`config.mk`:
```
export PLATFORM = sky130hd
export DESIGN_NAME = card_host_regs
export DESIGN_NICKNAME = d
export VERILOG_FILES = /design/src/rtl/card_host_pkg.sv /design/src/rtl/chr_addr_decode.sv /design/src/rtl/chr_cmd_responder.sv /design/src/rtl/chr_irq_status.sv /design/src/rtl/card_host_regs.sv
export SDC_FILE = /design/constraint.sdc
export NUM_CORES = 1
export LEC_CHECK = 0
export CAP_MARGIN = 40
export CORE_AREA = 2 2 136 138
export CTS_BUF_LIST = sky130_fd_sc_hd__clkbuf_16
export CTS_CLUSTER_DIAMETER = 150
export CTS_CLUSTER_SIZE = 40
export DETAILED_ROUTE_END_ITERATION = 7
export DIE_AREA = 0 0 138 140
export PLACE_DENSITY = 0.85
export SLEW_MARGIN = 30
export SYNTH_ARGS = -nofsm -noshare
export SYNTH_HDL_FRONTEND = slang
export SYNTH_SLANG_ARGS = --single-unit
```
`constraint.sdc`:
```
create_clock -name clk -period 2.2 [get_ports clk]
set_clock_uncertainty 0.1 [all_clocks]
set_input_delay 0.22 -clock clk [delete_from_list [all_inputs] [get_ports clk]]
set_output_delay 0.22 -clock clk [all_outputs]
set_load 0.03 [all_outputs]
```
`src/rtl/card_host_pkg.sv`:
```
// Shared constants for the card host register block: register offsets,
// status bit positions, opcodes and the short-response builder.
package card_host_pkg;
    localparam int REG_W  = 32;
    localparam int STAT_W = 3;
    localparam int OPC_W  = 6;

    localparam logic [7:0] OFF_STATUS = 8'h00;
    localparam logic [7:0] OFF_ENABLE = 8'h04;
    localparam logic [7:0] OFF_BUF    = 8'h08;
    localparam logic [7:0] OFF_CMD    = 8'h0C;
    localparam logic [7:0] OFF_ARG    = 8'h10;
    localparam logic [7:0] OFF_RESP0  = 8'h14;
    localparam logic [7:0] OFF_RESP1  = 8'h18;
    localparam logic [7:0] OFF_RESP2  = 8'h1C;
    localparam logic [7:0] OFF_RESP3  = 8'h20;
    localparam logic [7:0] OFF_LEN    = 8'h24;
    localparam logic [7:0] OFF_CNT    = 8'h28;
    localparam logic [7:0] OFF_STATE  = 8'h2C;

    localparam int ST_EOC = 0;
    localparam int ST_EOD = 1;

    localparam logic [OPC_W-1:0] OPC_SELECT   = 6'd7;
    localparam logic [OPC_W-1:0] OPC_STOP     = 6'd12;
    localparam logic [OPC_W-1:0] OPC_STATUS   = 6'd13;
    localparam logic [OPC_W-1:0] OPC_SETLEN   = 6'd16;
    localparam logic [OPC_W-1:0] OPC_RD_ONE   = 6'd17;
    localparam logic [OPC_W-1:0] OPC_RD_MANY  = 6'd18;
    localparam logic [OPC_W-1:0] OPC_WR_ONE   = 6'd24;
    localparam logic [OPC_W-1:0] OPC_WR_MANY  = 6'd25;

    typedef enum logic [3:0] {
        SEL_NONE, SEL_STATUS, SEL_ENABLE, SEL_BUF, SEL_CMD, SEL_ARG,
        SEL_RESP0, SEL_RESP1, SEL_RESP2, SEL_RESP3, SEL_LEN, SEL_CNT, SEL_STATE
    } reg_sel_e;

    // Short response: current state in bits 12:9, ready-for-data in bit 8.
    function automatic logic [REG_W-1:0] short_resp(input logic [3:0] st);
        return {19'd0, st, 1'b1, 8'd0};
    endfunction
endpackage

```
`src/rtl/chr_addr_decode.sv`:
```
// Address decoder: maps a byte offset to a register select.
// Assumes ADDR_W >= 8; any offset not listed maps to SEL_NONE.
module chr_addr_decode
    import card_host_pkg::*;
#(
    parameter int ADDR_W = 8
) (
    input  logic [ADDR_W-1:0] addr,
    output reg_sel_e          sel
);
    // Full compare of the offset against each register location.
    always_comb begin
        case (addr)
            ADDR_W'(OFF_STATUS): sel = SEL_STATUS;
            ADDR_W'(OFF_ENABLE): sel = SEL_ENABLE;
            ADDR_W'(OFF_BUF):    sel = SEL_BUF;
            ADDR_W'(OFF_CMD):    sel = SEL_CMD;
            ADDR_W'(OFF_ARG):    sel = SEL_ARG;
            ADDR_W'(OFF_RESP0):  sel = SEL_RESP0;
            ADDR_W'(OFF_RESP1):  sel = SEL_RESP1;
            ADDR_W'(OFF_RESP2):  sel = SEL_RESP2;
            ADDR_W'(OFF_RESP3):  sel = SEL_RESP3;
            ADDR_W'(OFF_LEN):    sel = SEL_LEN;
            ADDR_W'(OFF_CNT):    sel = SEL_CNT;
            ADDR_W'(OFF_STATE):  sel = SEL_STATE;
            default:             sel = SEL_NONE;
        endcase
    end
endmodule

```
`src/rtl/chr_cmd_responder.sv`:
```
// Canned command responder: classifies an opcode and produces response
// word 0 plus the side-effect flags. Purely combinational; the caller
// registers the results when the command is accepted.
module chr_cmd_responder
    import card_host_pkg::*;
(
    input  logic [OPC_W-1:0] opc,
    output logic [REG_W-1:0] resp0,
    output logic             is_data,
    output logic             force_single,
    output logic             is_write,
    output logic             load_len
);
    // Opcode table for the small set of answered commands.
    always_comb begin
        resp0        = '0;
        is_data      = 1'b0;
        force_single = 1'b0;
        is_write     = 1'b0;
        load_len     = 1'b0;
        case (opc)
            OPC_SELECT:  resp0 = short_resp(4'd3);
            OPC_STOP:    resp0 = short_resp(4'd5);
            OPC_STATUS:  resp0 = short_resp(4'd4);
            OPC_SETLEN: begin
                resp0    = short_resp(4'd4);
                load_len = 1'b1;
            end
            OPC_RD_ONE, OPC_RD_MANY, OPC_WR_ONE, OPC_WR_MANY: begin
                resp0        = short_resp(4'd4);
                is_data      = 1'b1;
                force_single = (opc == OPC_RD_ONE) || (opc == OPC_WR_ONE);
                is_write     = (opc == OPC_WR_ONE) || (opc == OPC_WR_MANY);
            end
            default: ;
        endcase
    end
endmodule

```
`src/rtl/chr_irq_status.sv`:
```
// Sticky interrupt status with enable mask and registered level interrupt.
// Assumes set requests win over clears arriving in the same cycle.
module chr_irq_status #(
    parameter int STAT_W = 3
) (
    input  logic              clk,
    input  logic              rst_n,
    input  logic              en_wr,
    input  logic [STAT_W-1:0] en_data,
    input  logic              clr_wr,
    input  logic [STAT_W-1:0] clr_data,
    input  logic [STAT_W-1:0] set_vec,
    output logic [STAT_W-1:0] stat_q,
    output logic [STAT_W-1:0] en_q,
    output logic              irq
);
    // Status bits: cleared by enable write or write-one-to-clear, set by events.
    always_ff @(posedge clk) begin
        if (!rst_n) begin
            stat_q <= '0;
        end else if (en_wr) begin
            stat_q <= set_vec;
        end else if (clr_wr) begin
            stat_q <= (stat_q & ~clr_data) | set_vec;
        end else begin
            stat_q <= stat_q | set_vec;
        end
    end

    // Enable mask register.
    always_ff @(posedge clk) begin
        if (!rst_n)     en_q <= '0;
        else if (en_wr) en_q <= en_data;
    end

    // Registered interrupt level from the current masked status.
    always_ff @(posedge clk) begin
        if (!rst_n) irq <= 1'b0;
        else        irq <= |(stat_q & en_q);
    end
endmodule

```
`src/rtl/card_host_regs.sv`:
```
// Card host register block top: bus decode, configuration registers,
// response words, transfer handshake and read mux.
// Assumes single-cycle write strobes and a combinational read port;
// xfer_done is only honoured while xfer_req is high.
module card_host_regs
    import card_host_pkg::*;
#(
    parameter int ADDR_W = 8
) (
    input  logic              clk,
    input  logic              rst_n,
    input  logic              bus_wr,
    input  logic [ADDR_W-1:0] bus_addr,
    input  logic [REG_W-1:0]  bus_wdata,
    output logic [REG_W-1:0]  bus_rdata,
    input  logic              card_ro,
    output logic              irq,
    output logic              xfer_req,
    output logic              xfer_write,
    output logic [REG_W-1:0]  xfer_buf,
    output logic [REG_W-1:0]  xfer_offset,
    output logic [REG_W-1:0]  xfer_blk_len,
    output logic [REG_W-1:0]  xfer_blk_cnt,
    input  logic              xfer_done
);
    localparam int RESP_N = 4;

    reg_sel_e          sel;
    logic [REG_W-1:0]  resp0_c;
    logic              is_data, force_single, is_write, load_len;
    logic              cmd_go, finish;
    logic [STAT_W-1:0] set_vec, stat_q, en_q;
    logic [REG_W-1:0]  arg_q;
    logic [REG_W-1:0]  resp_q [RESP_N];

    chr_addr_decode #(.ADDR_W(ADDR_W)) dec_i (.addr(bus_addr), .sel(sel));

    chr_cmd_responder rsp_i (
        .opc(bus_wdata[OPC_W-1:0]), .resp0(resp0_c), .is_data(is_data),
        .force_single(force_single), .is_write(is_write), .load_len(load_len)
    );

    // A command is accepted only when no transfer is outstanding.
    assign cmd_go = bus_wr && (sel == SEL_CMD) && !xfer_req;
    assign finish = xfer_req && xfer_done;

    // Event bits fed into the status register.
    always_comb begin
        set_vec = '0;
        if (cmd_go && !is_data) set_vec[ST_EOC] = 1'b1;
        if (finish) begin
            set_vec[ST_EOC] = 1'b1;
            set_vec[ST_EOD] = 1'b1;
        end
    end

    chr_irq_status #(.STAT_W(STAT_W)) st_i (
        .clk(clk), .rst_n(rst_n),
        .en_wr(bus_wr && (sel == SEL_ENABLE)), .en_data(bus_wdata[STAT_W-1:0]),
        .clr_wr(bus_wr && (sel == SEL_STATUS)), .clr_data(bus_wdata[STAT_W-1:0]),
        .set_vec(set_vec), .stat_q(stat_q), .en_q(en_q), .irq(irq)
    );

    // Plain software-loaded registers: buffer address and argument.
    always_ff @(posedge clk) begin
        if (!rst_n) begin
            xfer_buf <= '0;
            arg_q    <= '0;
        end else if (bus_wr) begin
            if (sel == SEL_BUF) xfer_buf <= bus_wdata;
            if (sel == SEL_ARG) arg_q    <= bus_wdata;
        end
    end

    // Block length: plus-one on software write, raw argument on set-length.
    always_ff @(posedge clk) begin
        if (!rst_n)                          xfer_blk_len <= '0;
        else if (cmd_go && load_len)         xfer_blk_len <= arg_q;
        else if (bus_wr && sel == SEL_LEN)   xfer_blk_len <= bus_wdata + 1'b1;
    end

    // Block count: plus-one on software write, forced to one by single-block ops.
    always_ff @(posedge clk) begin
        if (!rst_n)                          xfer_blk_cnt <= '0;
        else if (cmd_go && force_single)     xfer_blk_cnt <= REG_W'(1);
        else if (bus_wr && sel == SEL_CNT)   xfer_blk_cnt <= bus_wdata + 1'b1;
    end

    // Response words: word 0 takes the canned value, the rest clear.
    generate
        for (genvar i = 0; i < RESP_N; i++) begin : g_resp
            always_ff @(posedge clk) begin
                if (!rst_n)      resp_q[i] <= '0;
                else if (cmd_go) resp_q[i] <= (i == 0) ? resp0_c : '0;
            end
        end
    endgenerate

    // Transfer handshake: request raised on a data command, dropped on done.
    always_ff @(posedge clk) begin
        if (!rst_n) begin
            xfer_req    <= 1'b0;
            xfer_write  <= 1'b0;
            xfer_offset <= '0;
        end else if (cmd_go && is_data) begin
            xfer_req    <= 1'b1;
            xfer_write  <= is_write;
            xfer_offset <= arg_q;
        end else if (finish) begin
            xfer_req    <= 1'b0;
        end
    end

    // Read mux: only status, responses and state are readable.
    always_comb begin
        case (sel)
            SEL_STATUS: bus_rdata = REG_W'(stat_q & en_q);
            SEL_RESP0:  bus_rdata = resp_q[0];
            SEL_RESP1:  bus_rdata = resp_q[1];
            SEL_RESP2:  bus_rdata = resp_q[2];
            SEL_RESP3:  bus_rdata = resp_q[3];
            SEL_STATE:  bus_rdata = {30'd0, card_ro, 1'b1};
            default:    bus_rdata = '0;
        endcase
    end
endmodule

```
==> impl_metrics.py <==
metrics = {
    "outcome": {
        "status": "finished clean",
    },
    "routing": {
        "first_pass_iters": 6,
        "num_vias": 7934,
        "drt_iter0_markers": 583,
        "wl_mm": 25.8,
        "post-route-drc-count": 0,
        "ant_nets": 0,
        "avgViaCountPerCell": 5.56,
        "wl_per_cell_um": 18.1,
    },
    "critical_path": {
        "required_ns": 1.88,
        "crit_type": "primary input to primary output",
        "crit_chain": "clkdlybuf4s50_1 -> or4_4 -> buf_6 -> nor3_2 -> nand2_1 -> o22ai_1 -> buf_4",
        "slowest_delay_ns": 0.47,
        "critPathArrivalTime_ns": 1.86,
        "r2r_slack_ns": 0.25,
        "worstSetupStartpointType": "primary input",
        "crit_family": "buffers and inverters",
        "reg2regPathDepth": 5,
        "crit_buf_inv": 3,
        "end_kind": "primary output",
        "timing.rr.start": "xfer_req",
        "reg2reg_to": "xfer_blk_len[31]",
        "crit_path_top_delay_cell": "or4_4",
        "path_max_fanout": 3,
    },
    "place": {
        "numPlacedInstances": 1389,
        "dp_hpwl_mm": 18.3,
        "io_buffers": 182,
        "place_congestion": 0.931,
    },
    "grt": {
        "grt_max_degree": 56,
        "use_met1_pct": 29.9,
        "grt_pass1_wl_mm": 39.3,
        "grt_pass1_vias": 7552,
        "use_met2_pct": 44.4,
        "grt-busiest-layer": "met2",
        "grt.met3_usage_pct": 6.43,
        "grt-ovfl-total": 0,
        "globalRouteTotalUtil_pct": 25.5,
        "antenna_found_initial": 0,
    },
    "sta": {
        "max_freq_mhz": 459,
        "setup_viol": 0,
        "drv_slew": 0,
        "period_share_pct": 98.9,
        "hold_viol_final": 0,
        "rsz0062_at_grt": "no",
        "min_period_ns": 2.18,
        "finalSetupTns_ns": 0,
    },
    "logic_synthesis": {
        "syn_inst": 952,
        "synth-seq-cells": 173,
        "yosys-top-cells-area": "dfxtp_1 (44%), nand2_1 (12%), a21oi_1 (7.8%)",
        "synth_seq_area_share_pct": 45.3,
        "netlist_area_um2": 7730,
        "synth_top_area_share_pct": 43.8,
        "synth_cell_types": 57,
        "synthArstFlopShare_pct": 0,
        "synth_edf_count": 4,
        "synth_top_area_cell": "dfxtp_1",
        "syn_area_per_cell_um2": 8.12,
        "synth-main-ff-cell": "dfxtp_1",
        "yosysWarnings": 0,
    },
    "die": {
        "die_w_um": 138,
        "rows": 49,
        "dieArea_um2": 19300,
        "pin_count": 208,
        "die_h_um": 140,
        "design.core.area_um2": 17800,
        "initial_utilization_pct": 43.5,
    },
    "power": {
        "leakage_nw": 3.93,
        "ir_drop_uv": 587,
        "power_density_nw_per_um2": 625,
    },
    "min_path": {
        "hp-class": "primary input to flop",
        "whs_path_depth": 5,
        "min_from": "bus_wdata[0]",
        "hold_end": "xfer_blk_cnt[0]",
    },
    "layout": {
        "drive_above_1_share_pct": 15.0,
        "area_growth_pct": 42.8,
        "fillers": 1471,
        "diodes": 0,
        "nNetsFinal": 1235,
        "layout.cells.non_filler": 1428,
    },
    "cts": {
        "clkLatencyLatePin_ns": 0.44,
        "clock_path_buffers": 2,
        "clockRootBuffer": "clkbuf_16",
        "cts_hold_buf": 0,
        "cts.htree.levels": 4,
        "cts_tree": "built",
        "clk_pin_slew_ns": 0.07,
        "cts.sinks": 173,
        "cts_buffers": 17,
    },
    "flow_run": {
        "drv_cap": 0,
    },
}
[tightest hold or removal path, stage by stage]
cell            delay, ns
dlymetal6s2s_1       0.10
buf_4                0.15
nand2_1              0.05
o21ai_0              0.06
a21oi_1              0.06
[routing by layer]
layer	share of wire, %	routed length [um]
met1	38	9700
met2	50	12800
met3	9.5	2470
met4	3.3	855
met5	0	0
[stage by stage]
step                instance area, um2  util, %  power, W  setup WS [ns]  hold slack, ns
global route                     11000     62.1   0.00708        0.00138           0.193
global placement                 10300     57.9   0.00372         -0.384           0.333
CTS                              11000     61.7   0.00690         0.0440           0.347
detailed placement               10300     57.9   0.00372         -0.420           0.348
finish                           11000     62.1   0.00689         0.0234           0.162
floorplan                         7820        -   0.00348         0.0390           0.226
[cell type report]
| cell class | count | area [um2] | area share [%] |
|---|---|---|---|
| Multi-Input combinational cell | 692 | 3800 | 34.5 |
| Sequential cell | 173 | 3500 | 31.7 |
| Clock inverter | 15 | 199 | 1.80 |
| Tap cell | 229 | 287 | 2.60 |
| Inverter | 12 | 47.5 | 0.431 |
| Timing Repair Buffer | 290 | 2770 | 25.1 |
| Clock buffer | 17 | 425 | 3.85 |
[worst max path at each step]
stage | from | endpoint | slack [ns] | cells after the start
floorplan | bus_wdata[0] | xfer_blk_len[11] | 0.04 | 9
global placement | bus_wdata[5] | xfer_blk_len[31] | -0.38 | 6
detailed placement | bus_addr[1] | xfer_blk_len[31] | -0.42 | 6
CTS | bus_addr[1] | bus_rdata[9] | 0.04 | 6
global route | bus_addr[1] | bus_rdata[1] | 0.001 | 7
finish | bus_addr[1] | bus_rdata[1] | 0.02 | 7
[cell usage in the layout (no fill, tap or decap), drive strengths merged, types with 17 or more instances in the layout]
cell           Yosys  layout
inv               12      21
clkdlybuf4s50      0     171
o21ai             17      17
nand2            243     243
mux2i             23      23
a21oi            121     121
conb               1      25
a211oi            17      17
dfxtp            169     169
nor2              57      57
buf               66     114
clkbuf            33      18
nand3             25      25
[repair_timing]
item	in CTS	in global routing
setup endpoints to repair	7	37
endpoints found under the hold margin	0	0
setup buffers	3	2
gates resized for setup	12	9
cloned	0	2
pin swaps	6	8
[power breakdown]
group	leakage (nW)	internal [W]	switching, W
registers	1.40	0.00315	0.00000393
logic	2.23	0.000202	0.000316
clock network	0.299	0.00183	0.00139
[Yosys cell counts, drive strengths merged (2+ instances only)]
master	number
clkbuf	33
nor2b	3
mux2i	23
ha	4
a211oi	17
and3	6
xnor2	11
and2	13
nor4	11
a21oi	121
nor3	15
or4	2
buf	66
or3	2
nand4	13
a31oi	15
o21a	6
edfxtp	4
and4	6
inv	12
a221o	2
xor2	8
nand3	25
nand3b	2
nand2	243
a221oi	3
a22oi	14
nor2	57
dfxtp	169
nor4b	3
o21ai	17
nand2b	13
[state kept, by name (all words and copies together) (netlist names)]
name,flops
arg_q,32
xfer_offset,32
st_i.en_q,3
xfer_blk_len,32
st_i.stat_q,3
xfer_buf,32
xfer_blk_cnt,32
st_i.irq,1
resp_q,4
xfer_write,1
xfer_req,1
[logic make-up (layout without fill, tap and decap cells)]
kind of cell / Yosys count / count (layout) / synth area share [%]
other: 1 / 25 / 0.0485
buffers and inverters: 111 / 334 / 7.75
muxes: 23 / 23 / 2.98
and+or+nand+nor: 420 / 420 / 26.0
xor gates and xnor gates: 19 / 19 / 2.15
adders and majority gates: 4 / 4 / 0.647
DFF: 173 / 173 / 45.3
AOI/OAI and AO/OA: 201 / 201 / 15.1
No activity file was read; power rests on OpenSTA's default activity.
